## src/rtl/excl_resv_pkg.sv

```systemverilog
package excl_resv_pkg;
  typedef enum logic [1:0] {
    RESP_OKAY   = 2'b00,
    RESP_EXOKAY = 2'b01
  } resp_e;
endpackage

```

## src/rtl/excl_resv_slot.sv

```systemverilog
module excl_resv_slot #(
  parameter int ADDR_W = 16,
  parameter int SIZE_W = 3
) (
  input  logic              clk,
  input  logic              rst,
  input  logic              ld_en,
  input  logic [ADDR_W-1:0] ld_addr,
  input  logic [SIZE_W-1:0] ld_size,
  input  logic              wr_valid,
  input  logic              wr_lock,
  input  logic              wr_own,
  input  logic [ADDR_W-1:0] wr_addr,
  input  logic [SIZE_W-1:0] wr_size,
  output logic              live,
  output logic              exact
);
  localparam int EXT_W = ADDR_W + 1;

  logic              live_q;
  logic [ADDR_W-1:0] addr_q;
  logic [SIZE_W-1:0] size_q;
  logic [EXT_W-1:0]  resv_end, wr_end;
  logic              ovl, clr;

  always_comb begin
    resv_end = {1'b0, addr_q} + (EXT_W'(1) << size_q);
    wr_end   = {1'b0, wr_addr} + (EXT_W'(1) << wr_size);
    ovl      = live_q && ({1'b0, wr_addr} < resv_end) && ({1'b0, addr_q} < wr_end);
    exact    = live_q && (addr_q == wr_addr) && (size_q == wr_size);
    clr      = wr_valid && (ovl || (wr_own && wr_lock));
  end

  always_ff @(posedge clk) begin
    if (rst)        live_q <= 1'b0;
    else if (ld_en) live_q <= 1'b1;
    else if (clr)   live_q <= 1'b0;
  end

  always_ff @(posedge clk) begin
    if (ld_en) begin
      addr_q <= ld_addr;
      size_q <= ld_size;
    end
  end

  assign live = live_q;


  load_sets_live_chk: assert property (@(posedge clk) disable iff (rst)
    ld_en |=> live_q);


  own_excl_clear_chk: assert property (@(posedge clk) disable iff (rst)
    (wr_valid && wr_own && wr_lock && !ld_en) |=> !live_q);


  foreign_clear_chk: assert property (@(posedge clk) disable iff (rst)
    (wr_valid && !wr_own && ovl && !ld_en) |=> !live_q);
endmodule

```

## src/rtl/excl_resv_judge.sv

```systemverilog
module excl_resv_judge
  import excl_resv_pkg::*;
#(
  parameter int ID_W = 4,
  localparam int NUM_IDS = 1 << ID_W
) (
  input  logic               clk,
  input  logic               rst,
  input  logic [NUM_IDS-1:0] exact_vec,
  input  logic               wr_valid,
  input  logic               wr_lock,
  input  logic [ID_W-1:0]    wr_id,
  output logic               rsp_valid,
  output logic [1:0]         rsp_code,
  output logic               rsp_suppress
);
  logic  grant;
  resp_e code_d;

  always_comb begin
    grant  = wr_valid && wr_lock && exact_vec[wr_id];
    code_d = grant ? RESP_EXOKAY : RESP_OKAY;
  end

  always_ff @(posedge clk) begin
    if (rst) begin
      rsp_valid    <= 1'b0;
      rsp_code     <= RESP_OKAY;
      rsp_suppress <= 1'b0;
    end else begin
      rsp_valid    <= wr_valid;
      rsp_code     <= code_d;
      rsp_suppress <= wr_valid && wr_lock && !grant;
    end
  end


  rsp_follows_wr_chk: assert property (@(posedge clk) disable iff (rst)
    wr_valid |=> rsp_valid);


  rsp_idle_chk: assert property (@(posedge clk) disable iff (rst)
    !wr_valid |=> !rsp_valid);


  exok_no_suppress_chk: assert property (@(posedge clk) disable iff (rst)
    (rsp_code == RESP_EXOKAY) |-> (!rsp_suppress && rsp_valid));


  plain_no_suppress_chk: assert property (@(posedge clk) disable iff (rst)
    (wr_valid && !wr_lock) |=> !rsp_suppress);
endmodule

```

## src/rtl/excl_resv_tracker.sv

```systemverilog
module excl_resv_tracker #(
  parameter int ID_W   = 4,
  parameter int ADDR_W = 16,
  parameter int SIZE_W = 3
) (
  input  logic              clk,
  input  logic              rst,
  input  logic              rd_valid,
  input  logic              rd_lock,
  input  logic [ID_W-1:0]   rd_id,
  input  logic [ADDR_W-1:0] rd_addr,
  input  logic [SIZE_W-1:0] rd_size,
  input  logic              wr_valid,
  input  logic              wr_lock,
  input  logic [ID_W-1:0]   wr_id,
  input  logic [ADDR_W-1:0] wr_addr,
  input  logic [SIZE_W-1:0] wr_size,
  output logic              rsp_valid,
  output logic [1:0]        rsp_code,
  output logic              rsp_suppress
);
  localparam int NUM_IDS = 1 << ID_W;

  logic [NUM_IDS-1:0] live_vec;
  logic [NUM_IDS-1:0] exact_vec;

  for (genvar g = 0; g < NUM_IDS; g++) begin : g_slot
    logic ld_hit, wr_hit;
    assign ld_hit = rd_valid && rd_lock && (rd_id == ID_W'(g));
    assign wr_hit = (wr_id == ID_W'(g));

    excl_resv_slot #(
      .ADDR_W(ADDR_W),
      .SIZE_W(SIZE_W)
    ) slot_i (
      .clk     (clk),
      .rst     (rst),
      .ld_en   (ld_hit),
      .ld_addr (rd_addr),
      .ld_size (rd_size),
      .wr_valid(wr_valid),
      .wr_lock (wr_lock),
      .wr_own  (wr_hit),
      .wr_addr (wr_addr),
      .wr_size (wr_size),
      .live    (live_vec[g]),
      .exact   (exact_vec[g])
    );
  end

  excl_resv_judge #(
    .ID_W(ID_W)
  ) judge_i (
    .clk         (clk),
    .rst         (rst),
    .exact_vec   (exact_vec),
    .wr_valid    (wr_valid),
    .wr_lock     (wr_lock),
    .wr_id       (wr_id),
    .rsp_valid   (rsp_valid),
    .rsp_code    (rsp_code),
    .rsp_suppress(rsp_suppress)
  );


  reset_empty_chk: assert property (@(posedge clk)
    $past(rst) |-> (live_vec == '0 && !rsp_valid));
endmodule

```

## config.mk

```make
export PLATFORM = sky130hd
export DESIGN_NAME = excl_resv_tracker
export DESIGN_NICKNAME = d
export VERILOG_FILES = /design/src/rtl/excl_resv_pkg.sv /design/src/rtl/excl_resv_slot.sv /design/src/rtl/excl_resv_judge.sv /design/src/rtl/excl_resv_tracker.sv
export SDC_FILE = /design/constraint.sdc
export NUM_CORES = 1
export LEC_CHECK = 0
export ABC_AREA = 1
export BUFFER_PORTS_ARGS = -buffer_cell sky130_fd_sc_hd__clkbuf_2
export CAP_MARGIN = 20
export CELL_PAD_IN_SITES_DETAIL_PLACEMENT = 2
export CELL_PAD_IN_SITES_GLOBAL_PLACEMENT = 2
export CORE_ASPECT_RATIO = 0.9
export CORE_MARGIN = 5
export CORE_UTILIZATION = 30
export CTS_BUF_LIST = sky130_fd_sc_hd__clkbuf_8 sky130_fd_sc_hd__clkbuf_16
export CTS_CLUSTER_DIAMETER = 40
export CTS_CLUSTER_SIZE = 30
export DETAILED_ROUTE_END_ITERATION = 8
export GPL_TIMING_DRIVEN = 0
export PLACE_DENSITY_LB_ADDON = 0.1
export SYNTH_ARGS = -nofsm -noshare
export SYNTH_HDL_FRONTEND = slang
export SYNTH_HIERARCHICAL = 1
export SYNTH_SLANG_ARGS = --single-unit
```

## constraint.sdc

```tcl
create_clock -name clk -period 5.5 [get_ports clk]
set_input_delay 1.1 -clock clk [delete_from_list [all_inputs] [get_ports clk]]
set_output_delay 1.1 -clock clk [all_outputs]
set_load 0.05 [all_outputs]
```

Word-level counts from Yosys, hierarchy flattened

Index checks and enable logic that the tools add are counted.

Register bits after elaboration: 324
Latch bits: 0
Memory bits (writable): 0
ROM bits: 0
Bits of input ports: 52
Output and inout port bits: 4
Word-level logic and storage cells: 366
Memories: 0

$add $sub $neg: 17
Multipliers: 0
Divide/modulo/power cells: 0
Magnitude comparators: 33
Equal/unequal tests: 62
Shifts and indexed selects: 17
Multiplexer cells: 35
Bitwise logic cells: 0
Reductions and logical operators: 151

Operators with widths:

| kind                                                                 | count |
|---|---|
| 16-bit by 17-bit < comparator with 1-bit output                      | 32 |
| 16-bit by 17-bit adder with 17-bit output                            | 17 |
| 1-bit by 3-bit left shift with 17-bit output, first input constant   | 17 |
| 16-bit == test                                                       | 16 |
| 1-bit logical AND                                                    | 116 |
| 4-bit == test, second input constant                                 | 16 |
| 3-bit == test                                                        | 16 |
| 1-bit 2-to-1 mux                                                     | 34 |
| 4-bit by 3-bit == test with 1-bit output, second input constant      | 8 |
| 2-bit nonzero test                                                   | 16 |
| 4-bit by 2-bit == test with 1-bit output, second input constant      | 4 |
| 1-bit logical OR                                                     | 16 |
| 4-bit by 1-bit == test with 1-bit output, second input constant      | 2 |
| 4-bit zero test                                                      | 2 |
| 4-bit by 5-bit < comparator with 1-bit output, second input constant | 1 |
| 1-bit binary-select mux with 4-bit select                            | 1 |
| 1-bit zero test                                                      | 1 |

Logic depth before layout (Yosys ltp)

Depth after elaboration: 9
Depth in mapped cells: 25
Gate-level depth less buffers: 25

Hierarchy

Netlist, hierarchy kept.

By module, submodules not included:

| module                                 | instances | cells an instance | area each (µm²) | seq. area each (µm²) |
|---|---|---|---|---|
| excl_resv_slot (g_slot[13].slot_i ...) | 7         | 343               | 2607.5          | 590.6 |
| excl_resv_slot (g_slot[0].slot_i ...)  | 6         | 347               | 2625.0          | 590.6 |
| excl_resv_slot (g_slot[12].slot_i)     | 1         | 352               | 2722.6          | 590.6 |
| excl_resv_slot (g_slot[14].slot_i)     | 1         | 345               | 2646.3          | 590.6 |
| excl_resv_slot (g_slot[9].slot_i)      | 1         | 343               | 2608.8          | 590.6 |
| excl_resv_judge                        | 1         | 58                | 330.3           | 60.1 |
| excl_resv_tracker                      | 1         | 63                | 236.5           | 0.0 |

Least setup slack after synthesis

OpenSTA, ideal clock, no wires.

Path type: input -> register
Start: in wr_size[0]
End: reg g_slot[13].slot_i.live_q
Setup time: 115 ps
Arrival time: 3511 ps
Data required time: 5385 ps
Setup slack: 1875 ps
Stages on the path: 22
Buffers on the path: 0
Cell sequence: inv_1 -> nor3_1 -> ha_1 -> nand3_1 -> nand2_1 -> a21oi_1 -> o21ai_0 -> and3_2 -> xor2_1 -> ha_1 -> nand2_1 -> nor2_1 -> a211oi_1 -> nor2_1 -> nor2_1 -> nand2_1 -> nor2_1 -> nand2_1 -> nand2_1 -> nand2_1 -> nand2_1 -> a21oi_2

Word-level cells in the longest chain between the ends: 7

Ends and longest elaborated chain:

| element                                         | RTL line                | RTL |
|---|---|---|
| start: declaration                              | excl_resv_tracker.sv:17 | `input logic [SIZE_W-1:0] wr_size,` |
| 1-bit by 3-bit left shift with 17-bit output    | excl_resv_slot.sv:28    | `wr_end = {1'b0, wr_addr} + (EXT_W'(1) << wr_size);` |
| 16-bit by 17-bit adder with 17-bit output       | excl_resv_slot.sv:28    |  |
| 16-bit by 17-bit < comparator with 1-bit output | excl_resv_slot.sv:29    | `ovl = live_q && ({1'b0, wr_addr} < resv_end) && ({1'b0, addr_q} < wr_end);` |
| 1-bit logical AND                               | excl_resv_slot.sv:29    |  |
| 1-bit logical OR                                | excl_resv_slot.sv:31    | `clr = wr_valid && (ovl \|\| (wr_own && wr_lock));` |
| 1-bit logical AND                               | excl_resv_slot.sv:31    |  |
| 2-bit nonzero test (no source line)             | n/a                     |  |
| end signal: assignment                          | excl_resv_slot.sv:35    | `if (rst) live_q <= 1'b0;` |
| end signal: assignment                          | excl_resv_slot.sv:36    | `else if (ld_en) live_q <= 1'b1;` |
| end signal: assignment                          | excl_resv_slot.sv:37    | `else if (clr) live_q <= 1'b0;` |
| end: declaration                                | excl_resv_slot.sv:20    | `logic live_q;` |

No other way between the ends.
A chain may end at the register's enable or synchronous reset.

Worst setup path after layout

Start: in wr_size[0]
End: reg g_slot[3].slot_i.live_q

Word-level cells in the longest chain between the ends: 7

Ends and longest elaborated chain:

| element                                         | RTL line |
|---|---|
| 1-bit by 3-bit left shift with 17-bit output    | excl_resv_slot.sv:28 |
| 16-bit by 17-bit adder with 17-bit output       | excl_resv_slot.sv:28 |
| 16-bit by 17-bit < comparator with 1-bit output | excl_resv_slot.sv:29 |
| 1-bit logical AND                               | excl_resv_slot.sv:29 |
| 1-bit logical OR                                | excl_resv_slot.sv:31 |
| 1-bit logical AND                               | excl_resv_slot.sv:31 |
| 2-bit nonzero test (no source line)             | n/a |
| end signal: assignment                          | excl_resv_slot.sv:35 |
| end signal: assignment                          | excl_resv_slot.sv:36 |
| end signal: assignment                          | excl_resv_slot.sv:37 |
| end: declaration                                | excl_resv_slot.sv:20 |

No other way between the ends.

==> metrics <==
Final Power=10,250 µW; Clock Skew=21.44 ps; ys async rst share=0%; Mapped Avg Cell Area=7.538 µm²; drt pass-1 iters=5; CTS resizes=0; Max Cap Violations=0; # port buffers=54; post-synth top area share=21.64%; met2 wire length=84,140 µm; worst slew pin tran=1210 ps; gr usage total=24.69%; crit-path max FO=61; Critical Path RT=6000 ps; worst skew pair latency=680 ps; Synth Warn #=6; Post-synth top cells=nand2_1, ha_1, inv_1, a21oi_1, xor2_1; Die X=407.0 µm; vias per cell=5.351; share of cells above drive strength 1=8.983%; Top Ports=56; outcome=finished clean; worst hold stages=2; pwr dens=207.4 nW/µm²; clk root buf=clkbuf_16; Post-synth EDFFs=304; Overflow after GRT=0; number of global-route vias before repair=44,721; fin crit share=90.85%; CTS tree=done; Fin Setup TNS=0 ps; Clock Tree Buf Depth=3; Initial Util=30.11%; syn_nets=6,464; initial DRC count=2,203; worst hold slack=469.2 ps; register-to-register setup slack=1690 ps; height of the die=367.3 µm; WL met1=90,720 µm; most instantiated library cell after synthesis=nand2_1; flops & latches, synth=323; DR vias=41,630; CP Class=in2reg; Post-DRT Antenna Nets=0; Synth Flop Type=edfxtp_1; DRC Markers=0; final core utilization=34.99%; path depth of the worst reg2reg path=22; Synth area leader=ha_1; Worst VDD drop=0.0002629 V; clock slew at reported path FFs=40 ps; Post-DP HPWL=136,300 µm; crit path time final=4997 ps; Arr. time, crit path=5500 ps; fillers=16,468; RSZ-0062 raised after global routing=no; FF+latch area=9509 µm²; nets@finish=6,656; top layer in use=met5; Final Hold Violating Endpoints=0; antenna violations before repair=25; largest net degree at the start of global routing=83; main area contributors after synthesis=ha_1, edfxtp_1, nand2_1; Detail Route met3 WL=7901 µm; Mapped Cells=5,644; Setup crit start kind=primary input; first-pass GRT wire length=279,800 µm; area of the die=149,500 µm²; GPL Wtd Cong=0.7935; achievable clock frequency=200.1 MHz; Layout area overhead=16.19%; Final setup viols=0; area occupied by multi-input gates=30,220 µm²; hold crit path type=reg2reg; CTS HTree Levels=3; Synth cell types=53; final wirelength=187,300 µm; Synth Cell Area=42,550 µm²; CTS buffer count=88; Post-CTS Setup Inserts=0; Hold Buf Count CTS=0; post-synthesis sequential area ratio=22.35%; Rel. slew slack=19.34%; max-slew violations=0; leakage=0.02327 µW; Setup crit end kind=flip-flop; # rows=131; core area=141,300 µm²; Sink Count=323; wire per inst=24.08 µm
metal layers:
layer	vias to the layer above	global-route usage, %
li1	19915	-
met1	20787	34.52
met2	721	40.31
met3	201	3.407
met4	6	5.659
met5	-	0
state kept, by name (all words and copies together) (netlist names):
name and count:
g_slot.slot_i/addr_q 256, g_slot.slot_i/live 16, g_slot.slot_i/size_q 48, judge_i/rsp_code 1, judge_i/rsp_suppress 1, judge_i/rsp_valid 1
worst max-delay path, cell delays in order:
cell and delay [ps]:
clkbuf_8 350, buf_16 310, inv_1 300, nor3_1 250, ha_1 250, nand2_1 100, o21ai_0 230, a21oi_1 100
o21ai_0 460, and3_2 340, nand3_1 100, xor2_1 180, ha_1 290, nand2_1 60, inv_1 60, nand3_1 100
nor2_1 50, nor2_1 90, nand2_1 60, nor2_1 110, nand2_1 80, nand2_1 70, nand2_1 50, nand2_1 110
a21oi_2 50
through the flow:
step / setup WS (ps) / instance area [µm²] / cells
after floorplan: 1875 / 42550 / 5644
after global placement: -2651 / 45150 / 7560
after detailed placement: -136.6 / 46380 / 7608
after CTS: 570.4 / 49420 / 7773
after global routing: 270.4 / 49420 / 7775
final: 503.2 / 49430 / 7780
path summary, 6_finish.rpt:
| kind | end | startpoint |
|---|---|---|
| hold reg to reg | g_slot[12].slot_i/live | g_slot[12].slot_i/live |
| setup reg to reg | g_slot[9].slot_i/live | g_slot[9].slot_i/size_q[0] |
| setup / recovery | g_slot[3].slot_i/live | wr_size[0] |
| hold / removal | g_slot[12].slot_i/live | g_slot[12].slot_i/live |
area by class of cell:
| cell class | count | area share, % |
|---|---|---|
| inverters | 755 | 5.748 |
| plain buffers | 2 | 0.03797 |
| flip-flops and latches | 323 | 19.24 |
| well taps | 1862 | 4.713 |
| clock buffers | 91 | 4.561 |
| repair buffers | 102 | 2.954 |
| diodes | 7 | 0.03543 |
| multi-input cells | 4564 | 61.13 |
| clock inverters | 74 | 1.587 |
power breakdown:
group	internal, µW	switching [µW]
registers	2730	41.8
clock network	3500	1810
logic	707	1460
total	6940	3310
cells by family (layout without fill, tap and decap cells):
group	Yosys count	after routing	share of synthesized area (%)
AOI/OAI and AO/OA	877	877	12.07
xor gates and xnor gates	460	460	9.469
adders and majority gates	768	768	23.15
buffers and inverters	757	1024	6.723
DFF	323	323	22.35
other	1	8	0.008814
and+or+nand+nor	2458	2458	26.23
layout by cell type, fill, tap and decap left out, types with 29 or more instances in the layout:
cell type	count
nand2_1	1160
ha_1	736
inv_1	729
a21oi_1	429
xor2_1	381
nor2_1	364
nor3_1	328
edfxtp_1	304
nand3_1	272
o21ai_0	146
clkbuf_16	89
o22ai_1	84
xnor2_1	79
nand4_1	72
nand2_2	72
nor2_2	42
a221oi_1	36
o211ai_1	36
clkbuf_2	35
nor4_1	34
fa_1	32
a21o_1	31
a211oi_1	31
inv_2	29
Power figures use the tool's default switching activity.
